## config.mk

```make
export PLATFORM = sky130hd
export DESIGN_NAME = crc8r_acc
export DESIGN_NICKNAME = d
export VERILOG_FILES = /design/src/rtl/crc8r_pkg.sv /design/src/rtl/crc8r_bit_step.sv /design/src/rtl/crc8r_byte_feed.sv /design/src/rtl/crc8r_shout_ctl.sv /design/src/rtl/crc8r_acc.sv
export SDC_FILE = /design/constraint.sdc
export NUM_CORES = 1
export LEC_CHECK = 0
export ABC_AREA = 1
export BUFFER_PORTS_ARGS = -buffer_cell sky130_fd_sc_hd__clkbuf_2
export CORE_MARGIN = 2
export CORE_UTILIZATION = 57
export CTS_CLUSTER_DIAMETER = 50
export DETAILED_ROUTE_END_ITERATION = 7
export PLACE_DENSITY = 0.78
export SETUP_SLACK_MARGIN = 0.2
export SYNTH_ARGS = -nofsm -noshare
export SYNTH_HDL_FRONTEND = slang
export SYNTH_HIERARCHICAL = 1
export SYNTH_SLANG_ARGS = --single-unit
```

## constraint.sdc

```tcl
create_clock -name clk -period 4.3 [get_ports clk]
set_clock_uncertainty 0.05 [all_clocks]
set_input_delay 0.86 -clock clk [delete_from_list [all_inputs] [get_ports clk]]
set_output_delay 0.86 -clock clk [all_outputs]
set_load 0.02 [all_outputs]
```

## src/rtl/crc8r_pkg.sv

```systemverilog
package crc8r_pkg;
  localparam int unsigned CRC_W = 8;
  localparam logic [CRC_W-1:0] CRC_POLY_REFL = 8'h8C;
  typedef logic [CRC_W-1:0] crc_t;
endpackage

```

## src/rtl/crc8r_bit_step.sv

```systemverilog
// One reflected LFSR step: shift right, fold in the generator when the
// outgoing bit differs from the incoming data bit.
module crc8r_bit_step #(
  parameter int unsigned W = crc8r_pkg::CRC_W,
  parameter logic [W-1:0] POLY = crc8r_pkg::CRC_POLY_REFL
) (
  input  logic [W-1:0] cur_i,
  input  logic         din_i,
  output logic [W-1:0] nxt_o
);
  logic fb;
  assign fb = cur_i[0] ^ din_i;

  for (genvar i = 0; i < W; i++) begin : g_bit
    if (i == W - 1) begin : g_top
      assign nxt_o[i] = fb & POLY[i];
    end else begin : g_low
      assign nxt_o[i] = cur_i[i+1] ^ (fb & POLY[i]);
    end
  end
endmodule

```

## src/rtl/crc8r_byte_feed.sv

```systemverilog
// Holds an accepted byte and presents one bit per cycle, LSB first.
module crc8r_byte_feed #(
  parameter int unsigned W = crc8r_pkg::CRC_W
) (
  input  logic         clk,
  input  logic         rst_n,
  input  logic         clr_i,
  input  logic         load_i,
  input  logic [W-1:0] data_i,
  output logic         busy_o,
  output logic         bit_o
);
  localparam int unsigned CW = (W > 1) ? $clog2(W) : 1;
  localparam logic [CW-1:0] LAST = CW'(W - 1);

  logic [W-1:0]  sr;
  logic [CW-1:0] cnt;

  always_ff @(posedge clk or negedge rst_n) begin
    if (!rst_n) begin
      sr     <= '0;
      cnt    <= '0;
      busy_o <= 1'b0;
    end else if (clr_i) begin
      sr     <= '0;
      cnt    <= '0;
      busy_o <= 1'b0;
    end else if (busy_o) begin
      sr <= sr >> 1;
      if (cnt == LAST) begin
        cnt    <= '0;
        busy_o <= 1'b0;
      end else begin
        cnt <= cnt + 1'b1;
      end
    end else if (load_i) begin
      sr     <= data_i;
      cnt    <= '0;
      busy_o <= 1'b1;
    end
  end

  assign bit_o = sr[0];

  // a load from idle opens the busy window
  a_r3_busy_opens: assert property (@(posedge clk) disable iff (!rst_n)
    (load_i && !busy_o && !clr_i) |=> busy_o);
  // the window closes after the last bit
  a_r3_busy_closes: assert property (@(posedge clk) disable iff (!rst_n)
    (busy_o && cnt == LAST && !clr_i) |=> !busy_o);
endmodule

```

## src/rtl/crc8r_shout_ctl.sv

```systemverilog
// Counts shift-out strobes, registers the outgoing bit, pulses done.
module crc8r_shout_ctl #(
  parameter int unsigned W = crc8r_pkg::CRC_W
) (
  input  logic clk,
  input  logic rst_n,
  input  logic clr_i,
  input  logic take_i,
  input  logic lsb_i,
  output logic active_o,
  output logic last_o,
  output logic bit_o,
  output logic done_o
);
  localparam int unsigned CW = (W > 1) ? $clog2(W) : 1;
  localparam logic [CW-1:0] LAST = CW'(W - 1);

  logic [CW-1:0] cnt;

  assign last_o = take_i && (cnt == LAST);

  always_ff @(posedge clk or negedge rst_n) begin
    if (!rst_n) begin
      cnt      <= '0;
      active_o <= 1'b0;
      bit_o    <= 1'b0;
      done_o   <= 1'b0;
    end else if (clr_i) begin
      cnt      <= '0;
      active_o <= 1'b0;
      done_o   <= 1'b0;
    end else begin
      done_o <= 1'b0;
      if (take_i) begin
        bit_o <= lsb_i;
        if (cnt == LAST) begin
          cnt      <= '0;
          active_o <= 1'b0;
          done_o   <= 1'b1;
        end else begin
          cnt      <= cnt + 1'b1;
          active_o <= 1'b1;
        end
      end
    end
  end

  // done is a single-cycle pulse
  a_r6_done_pulse: assert property (@(posedge clk) disable iff (!rst_n)
    done_o |=> !done_o);
  // the emitted bit is the register LSB seen at the strobe
  a_r5_bit_source: assert property (@(posedge clk) disable iff (!rst_n)
    (take_i && !clr_i) |=> (bit_o == $past(lsb_i)));
endmodule

```

## src/rtl/crc8r_acc.sv

```systemverilog
module crc8r_acc #(
  parameter int unsigned W = crc8r_pkg::CRC_W,
  parameter logic [W-1:0] POLY = crc8r_pkg::CRC_POLY_REFL
) (
  input  logic         clk,
  input  logic         rst_n,
  input  logic         clr_i,
  input  logic         bit_valid_i,
  input  logic         bit_data_i,
  output logic         bit_ready_o,
  input  logic         byte_valid_i,
  input  logic [W-1:0] byte_data_i,
  output logic         byte_ready_o,
  input  logic         shout_req_i,
  output logic         shout_bit_o,
  output logic         done_o,
  output logic         busy_o,
  output logic [W-1:0] crc_o
);
  logic         feed_busy, feed_bit;
  logic         sh_active, sh_last, sh_take;
  logic         idle, bit_acc, byte_acc;
  logic         step_en, step_din;
  logic [W-1:0] step_nxt;

  assign idle         = !feed_busy && !sh_active && !shout_req_i && !clr_i;
  assign bit_ready_o  = idle;
  assign byte_ready_o = idle;
  assign bit_acc      = bit_valid_i && idle;
  assign byte_acc     = byte_valid_i && idle;
  assign sh_take      = shout_req_i && !feed_busy && !clr_i;
  assign step_en      = feed_busy || bit_acc;
  assign step_din     = feed_busy ? feed_bit : bit_data_i;
  assign busy_o       = feed_busy;

  crc8r_bit_step #(.W(W), .POLY(POLY)) u_step (
    .cur_i (crc_o),
    .din_i (step_din),
    .nxt_o (step_nxt)
  );

  crc8r_byte_feed #(.W(W)) u_feed (
    .clk    (clk),
    .rst_n  (rst_n),
    .clr_i  (clr_i),
    .load_i (byte_acc),
    .data_i (byte_data_i),
    .busy_o (feed_busy),
    .bit_o  (feed_bit)
  );

  crc8r_shout_ctl #(.W(W)) u_shout (
    .clk      (clk),
    .rst_n    (rst_n),
    .clr_i    (clr_i),
    .take_i   (sh_take),
    .lsb_i    (crc_o[0]),
    .active_o (sh_active),
    .last_o   (sh_last),
    .bit_o    (shout_bit_o),
    .done_o   (done_o)
  );

  always_ff @(posedge clk or negedge rst_n) begin
    if (!rst_n) begin
      crc_o <= '0;
    end else if (clr_i) begin
      crc_o <= '0;
    end else if (sh_take) begin
      crc_o <= sh_last ? '0 : (crc_o >> 1);
    end else if (step_en) begin
      crc_o <= step_nxt;
    end
  end

  // clear wins over everything in the same cycle
  a_r7_clear_wins: assert property (@(posedge clk) disable iff (!rst_n)
    clr_i |=> (crc_o == '0 && !busy_o && !done_o));
  // no handshake accepted while a byte is in flight
  a_r4_ready_low_busy: assert property (@(posedge clk) disable iff (!rst_n)
    busy_o |-> (!bit_ready_o && !byte_ready_o));
  // done coincides with an empty register
  a_r6_done_zero: assert property (@(posedge clk) disable iff (!rst_n)
    done_o |-> (crc_o == '0));
  // a strobe during a byte leaves the shift-out idle
  a_r8_strobe_busy: assert property (@(posedge clk) disable iff (!rst_n)
    (busy_o && shout_req_i && !sh_active) |=> !done_o);
  // a request in the cycle holds both ports off
  a_r11_req_blocks: assert property (@(posedge clk) disable iff (!rst_n)
    shout_req_i |-> (!bit_ready_o && !byte_ready_o));
endmodule

```

==> run metrics, run 1 <==
CTS sink cnt 26; CP Capture Point byte_ready_o; critical path launch point type input pin; Row Count 18; routed via count 1382; global placer's final weighted congestion 0.820; CTS tree yes; Achievable Freq 359 MHz; root buffer cell clkbuf_4; relative slew slack 0.563; WHS 0.446 ns; Pwr per Cell Area 317 nW/um2; die width 56.3 um; cell-internal power 0.352 mW; Hold Buf Count CTS 0; R2R Path Start u_feed/busy_o; outcome finished clean; Final #Nets 257; first-pass GRT wire length 5.06 mm; vias per inst 5.18; R2R Setup Slk 2.06 ns; Worst setup EP type output pin; Worst Path Max Fanout 17; register area share after synthesis 0.417; Worst setup startpoint clr_i; FILL cells 245; mapped cell area 1560 um2; Worst-Margin Slew 0.655 ns; Distinct cells, synth 17; vias in the first global route 1197; post-CTS setup repair buffer count 0; effective utilization at floorplan 0.613; Synth Instances 218; worst hold path class flop to flop; detailed router's first-iteration violation count 69; Syn Area/Cell 7.16 um2; sequential power share 0.535; dpl hpwl 2.10 mm; fin util 0.656; pin count of the biggest net entering global routing 27; post-layout minimum cycle time 2.79 ns; n_diodes 0; antenna viol nets, final 0; Final Hold Viols 0; Routed wire per std cell 11.4 um; synthesized net count 237; Worst Reg-to-Reg Cells 10; crit share post-route 0.648; Worst Path Arrival 1.88 ns; setup tns final 0 ns; Critical Path RT 3.39 ns; critical path class input pin to output pin; CTS resizes 0; clock share of power 0.241; Worst Hold Path Cells 2; Peak VDD IR 0.000252 V; CORE AREA 2540 um2; Max H-tree Level 1; RR Endpoint crc_o[3]; Skew-Pair Late Insertion Delay 0.33 ns; Worst-path clk slew 0.14 ns; CTS Buf Count 3; initial antenna violation count 0; share of cells above drive strength 1 0.169; Switch Pwr 0.177 mW; combinational share of power 0.224; Die ar. 3170 um2; number of max-cap violations 0; grt total ovfl 0; final setup vio count 0; drt first pass iters 4; Pins Over Slew Limit 0; leakage power 1.01 nW; unrepaired setup endpoints after global routing false; residual DRC count 0; Layout Area Growth over Synthesis 7.06%; Synth warnings 6; Switching Fraction 0.335; GRT Total Usage 0.203; Yosys reg bits 26; Die Ht 56.3 um; final WL 3.04 mm; I/O pin count 28; port bufs 27; clk buf depth 2
[final cells by class]
type,count,area (um2),share of cell area
tap,30,37.5,0.0225
clock buffer,4,36.3,0.0217
sequential,26,651,0.390
timing repair buffer,27,135,0.0809
multi-input combinational,158,728,0.436
inverter,22,82.6,0.0494
[Yosys cell counts (all sizes together)]
master,n,area share
o21ai,2,0.0088
inv,22,0.053
nor2,22,0.066
ha,4,0.032
a21oi,1,0.0032
dfrtp,26,0.42
nand4,8,0.032
nand2,83,0.20
buf,12,0.063
nand3,38,0.12
[state kept, by name (all words and copies together) (netlist names)]
name,count
u_shout/bit_o,1
crc_o,8
u_feed/busy_o,1
u_shout/active_o,1
u_feed/cnt,3
u_shout/done_o,1
u_feed/sr,8
u_shout/cnt,3
[how the worst min path moves through the flow]
stage	end	slack [ns]	start
6_report	u_shout/cnt[2]	0.45	u_shout/cnt[2]
3_3_place_gp	u_shout/bit_o	0.41	u_shout/bit_o
3_5_place_dp	u_shout/bit_o	0.42	u_shout/bit_o
2_1_floorplan	u_shout/cnt[1]	0.40	u_shout/cnt[1]
5_1_grt	u_shout/active_o	0.48	u_shout/active_o
4_1_cts	u_shout/bit_o	0.45	u_shout/bit_o
[power by group through the flow]
stage / Clock [mW] / Sequential, mW / Combinational, mW
after floorplan: 0 / 0.292 / 0.0901
after global placement: 0 / 0.288 / 0.118
after detailed placement: 0 / 0.288 / 0.119
after CTS: 0.132 / 0.283 / 0.120
after global routing: 0.139 / 0.287 / 0.135
final: 0.128 / 0.283 / 0.119
[logic make-up after synthesis]
kind of cell | share of synthesized area
AO/OA/AOI/OAI | 0.0120
adder cells (fa/ha/maj) | 0.0321
buffers and inverters | 0.116
flip-flops | 0.417
AND/OR/NAND/NOR | 0.423
[placed cells by master (no fill, tap or decap), drive strengths merged]
cell	count
a21oi	1
inv	22
dfrtp	26
clkbuf	31
nand3	38
nor2	22
nand4	8
nand2	83
ha	4
o21ai	2
[per-layer routing]
metal / GRT usage / share of wire / vias up
met5: 0 / 0 / -
met4: 0.0918 / 0.014 / 0
met3: 0.0207 / 0.038 / 6
met2: 0.333 / 0.47 / 31
met1: 0.270 / 0.47 / 624
li1: - / - / 721
[critical path, cell delays in order]
cell and delay [ns]:
clkbuf_2 0.21, nor2_4 0.38, nand3_1 0.16, inv_1 0.10, clkbuf_2 0.16
[per-stage QoR]
step	setup slack, ns	power [mW]	std cells	instance area, um2
finish	1.51	0.529	267	1670
global placement	1.52	0.407	263	1630
floorplan	1.81	0.383	218	1560
global route	1.43	0.560	267	1670
detailed placement	1.51	0.407	263	1630
CTS	1.51	0.535	267	1670
Note: power is estimated with default switching activity, not from simulation.
==> inputs of run 2 (changes only) <==
CORE_UTILIZATION = 55   (was 57)
PLACE_DENSITY = 0.76   (was 0.78)
clock period = 2.8 ns   (was 4.3 ns; I/O delays follow)
==> run metrics, run 2 (synthesis gave the netlist of run 1 again) <==
critical path launch point type flop; Max H-tree Level 1 (unchanged); number of max-cap violations 0 (unchanged); Worst setup EP type output pin; CTS sink cnt 26 (unchanged); vias per inst 5.20 (+0.38%); Die ar. 3280 um2 (+3.4%); drt first pass iters 4 (unchanged); pin count of the biggest net entering global routing 27 (unchanged); Worst Reg-to-Reg Cells 11 (+1); R2R Path Start u_feed/busy_o; antenna viol nets, final 0 (unchanged); Critical Path RT 2.19 ns (-1.20 ns); residual DRC count 0 (unchanged); Worst setup startpoint u_feed/busy_o; port bufs 27 (unchanged); final setup vio count 0 (unchanged); CTS tree yes; Pins Over Slew Limit 0 (unchanged); Row Count 19 (+1); slowest stage delay, CP 0.40 ns (+0.02 ns); I/O pin count 28 (unchanged); Worst Path Arrival 1.37 ns (-0.51 ns); Worst-Margin Slew 0.620 ns (-0.0345 ns); GRT Total Usage 0.205 (+0.00244); Crit-path slowest cell dfrtp_1; critical path class flop to output pin; setup tns final 0 ns (unchanged); final WL 2.96 mm (-2.7%); worst hold path class input pin to asynchronous set/reset pin; crit path cell chain buf_4 > nor2_4 > nand3_1 > inv_1 > clkbuf_2; Routed wire per std cell 10.9 um (-4.1%); Achievable Freq 505 MHz; unrepaired setup endpoints after global routing false; Skew-Pair Late Insertion Delay 0.32 ns (about the same); n_diodes 0 (unchanged); crit share post-route 0.707; global placer's final weighted congestion 0.814 (-0.76%); dpl hpwl 2.24 mm (+6.8%); root buffer cell clkbuf_4; share of cells above drive strength 1 0.179 (+0.0104); outcome finished clean; Final #Nets 260 (+1.2%); most frequent cells in the layout 81 x nand2_1, 38 x nand3_1, 27 x clkbuf_2; relative slew slack 0.586 (+0.0230); Worst Path Max Fanout 16 (-1); Pwr per Cell Area 513 nW/um2 (+62%); post-CTS setup repair buffer count 0 (unchanged); clk buf depth 2 (unchanged); CTS resizes 0 (unchanged); initial antenna violation count 0 (unchanged); vias in the first global route 1213 (+1.3%); leakage power 1.04 nW (+2.2%); die width 57.3 um (+1.7%); Layout Area Growth over Synthesis 9.62%; Final Hold Viols 0 (unchanged); detailed router's first-iteration violation count 53 (-23%); Die Ht 57.3 um (+1.7%); largest registers crc_o: 8 flops, u_feed/sr: 8 flops; routed via count 1408 (+1.9%); first-pass GRT wire length 5.34 mm (+5.6%); post-layout minimum cycle time 1.98 ns; Tot Pwr 0.878 mW (+66%); CORE AREA 2730 um2 (+7.4%); effective utilization at floorplan 0.571 (-0.0424); Hold Buf Count CTS 0 (unchanged); grt total ovfl 0 (unchanged); Worst-path clk slew 0.14 ns (about the same); CTS Buf Count 3 (unchanged); Peak VDD IR 0.000485 V (+93%); most common cell after layout, fill and taps aside nand2_1
run 2: cell types whose count changed in the layout (fill, tap and decap cells not counted):
cell | before | now
buf_4 | 0 | 3
bufinv_16 | 0 | 1
clkbuf_8 | 1 | 0
run 2: final timing paths:
kind | to | slack, ns
setup / recovery | bit_ready_o | 0.82
hold / removal | crc_o[5] | 0.17
setup reg to reg | crc_o[0] | 1.15
hold reg to reg | u_shout/cnt[1] | 0.45
max in group asynchronous | u_feed/cnt[1] | 2.12
min in group clk | u_feed/sr[7] | 0.42
run 2: cell type report:
class | instances | area, um2
clock inverters | 1 | 30.0
inverters | 22 | 82.6
clock buffers | 3 | 22.5
flip-flops and latches | 26 | 651
repair buffers | 30 | 158
fillers | 263 | 1020
well taps | 31 | 38.8
multi-input cells | 158 | 728
run 2: worst max-delay path: cells and delay by family, from the launching register on:
| kind | cells | cell delay (ns) |
|---|---|---|
| buf+inv | 3 | 0.46 |
| flops | 1 | 0.40 |
| simple gates | 2 | 0.19 |
run 2: report_power, final:
part	internal, mW	switching (mW)	total [mW]
sequential	0.404	0.0225	0.426
combinational	0.0631	0.135	0.199
clock	0.145	0.109	0.253
run 2: routing by layer:
| metal | GRT usage | vias to the layer above | share of wire |
|---|---|---|---|
| li1 | - | 736 | - |
| met1 | 0.289 | 629 | 0.48 |
| met2 | 0.337 | 39 | 0.46 |
| met3 | 0.0227 | 4 | 0.044 |
| met4 | 0.0598 | 0 | 0.0091 |
| met5 | 0 | - | 0 |
run 2: stage by stage:
| step | setup WS, ns | hold slack (ns) | instances | util | area (um2) |
|---|---|---|---|---|---|
| global placement | 0.859 | 0.414 | 267 | 0.606 | 1660 |
| floorplan | 0.879 | 0.214 | 218 | - | 1560 |
| finish | 0.821 | 0.174 | 271 | 0.626 | 1710 |
| global route | 0.716 | 0.225 | 271 | 0.626 | 1710 |
| detailed placement | 0.836 | 0.413 | 267 | 0.606 | 1660 |
| CTS | 0.785 | 0.189 | 271 | 0.626 | 1710 |
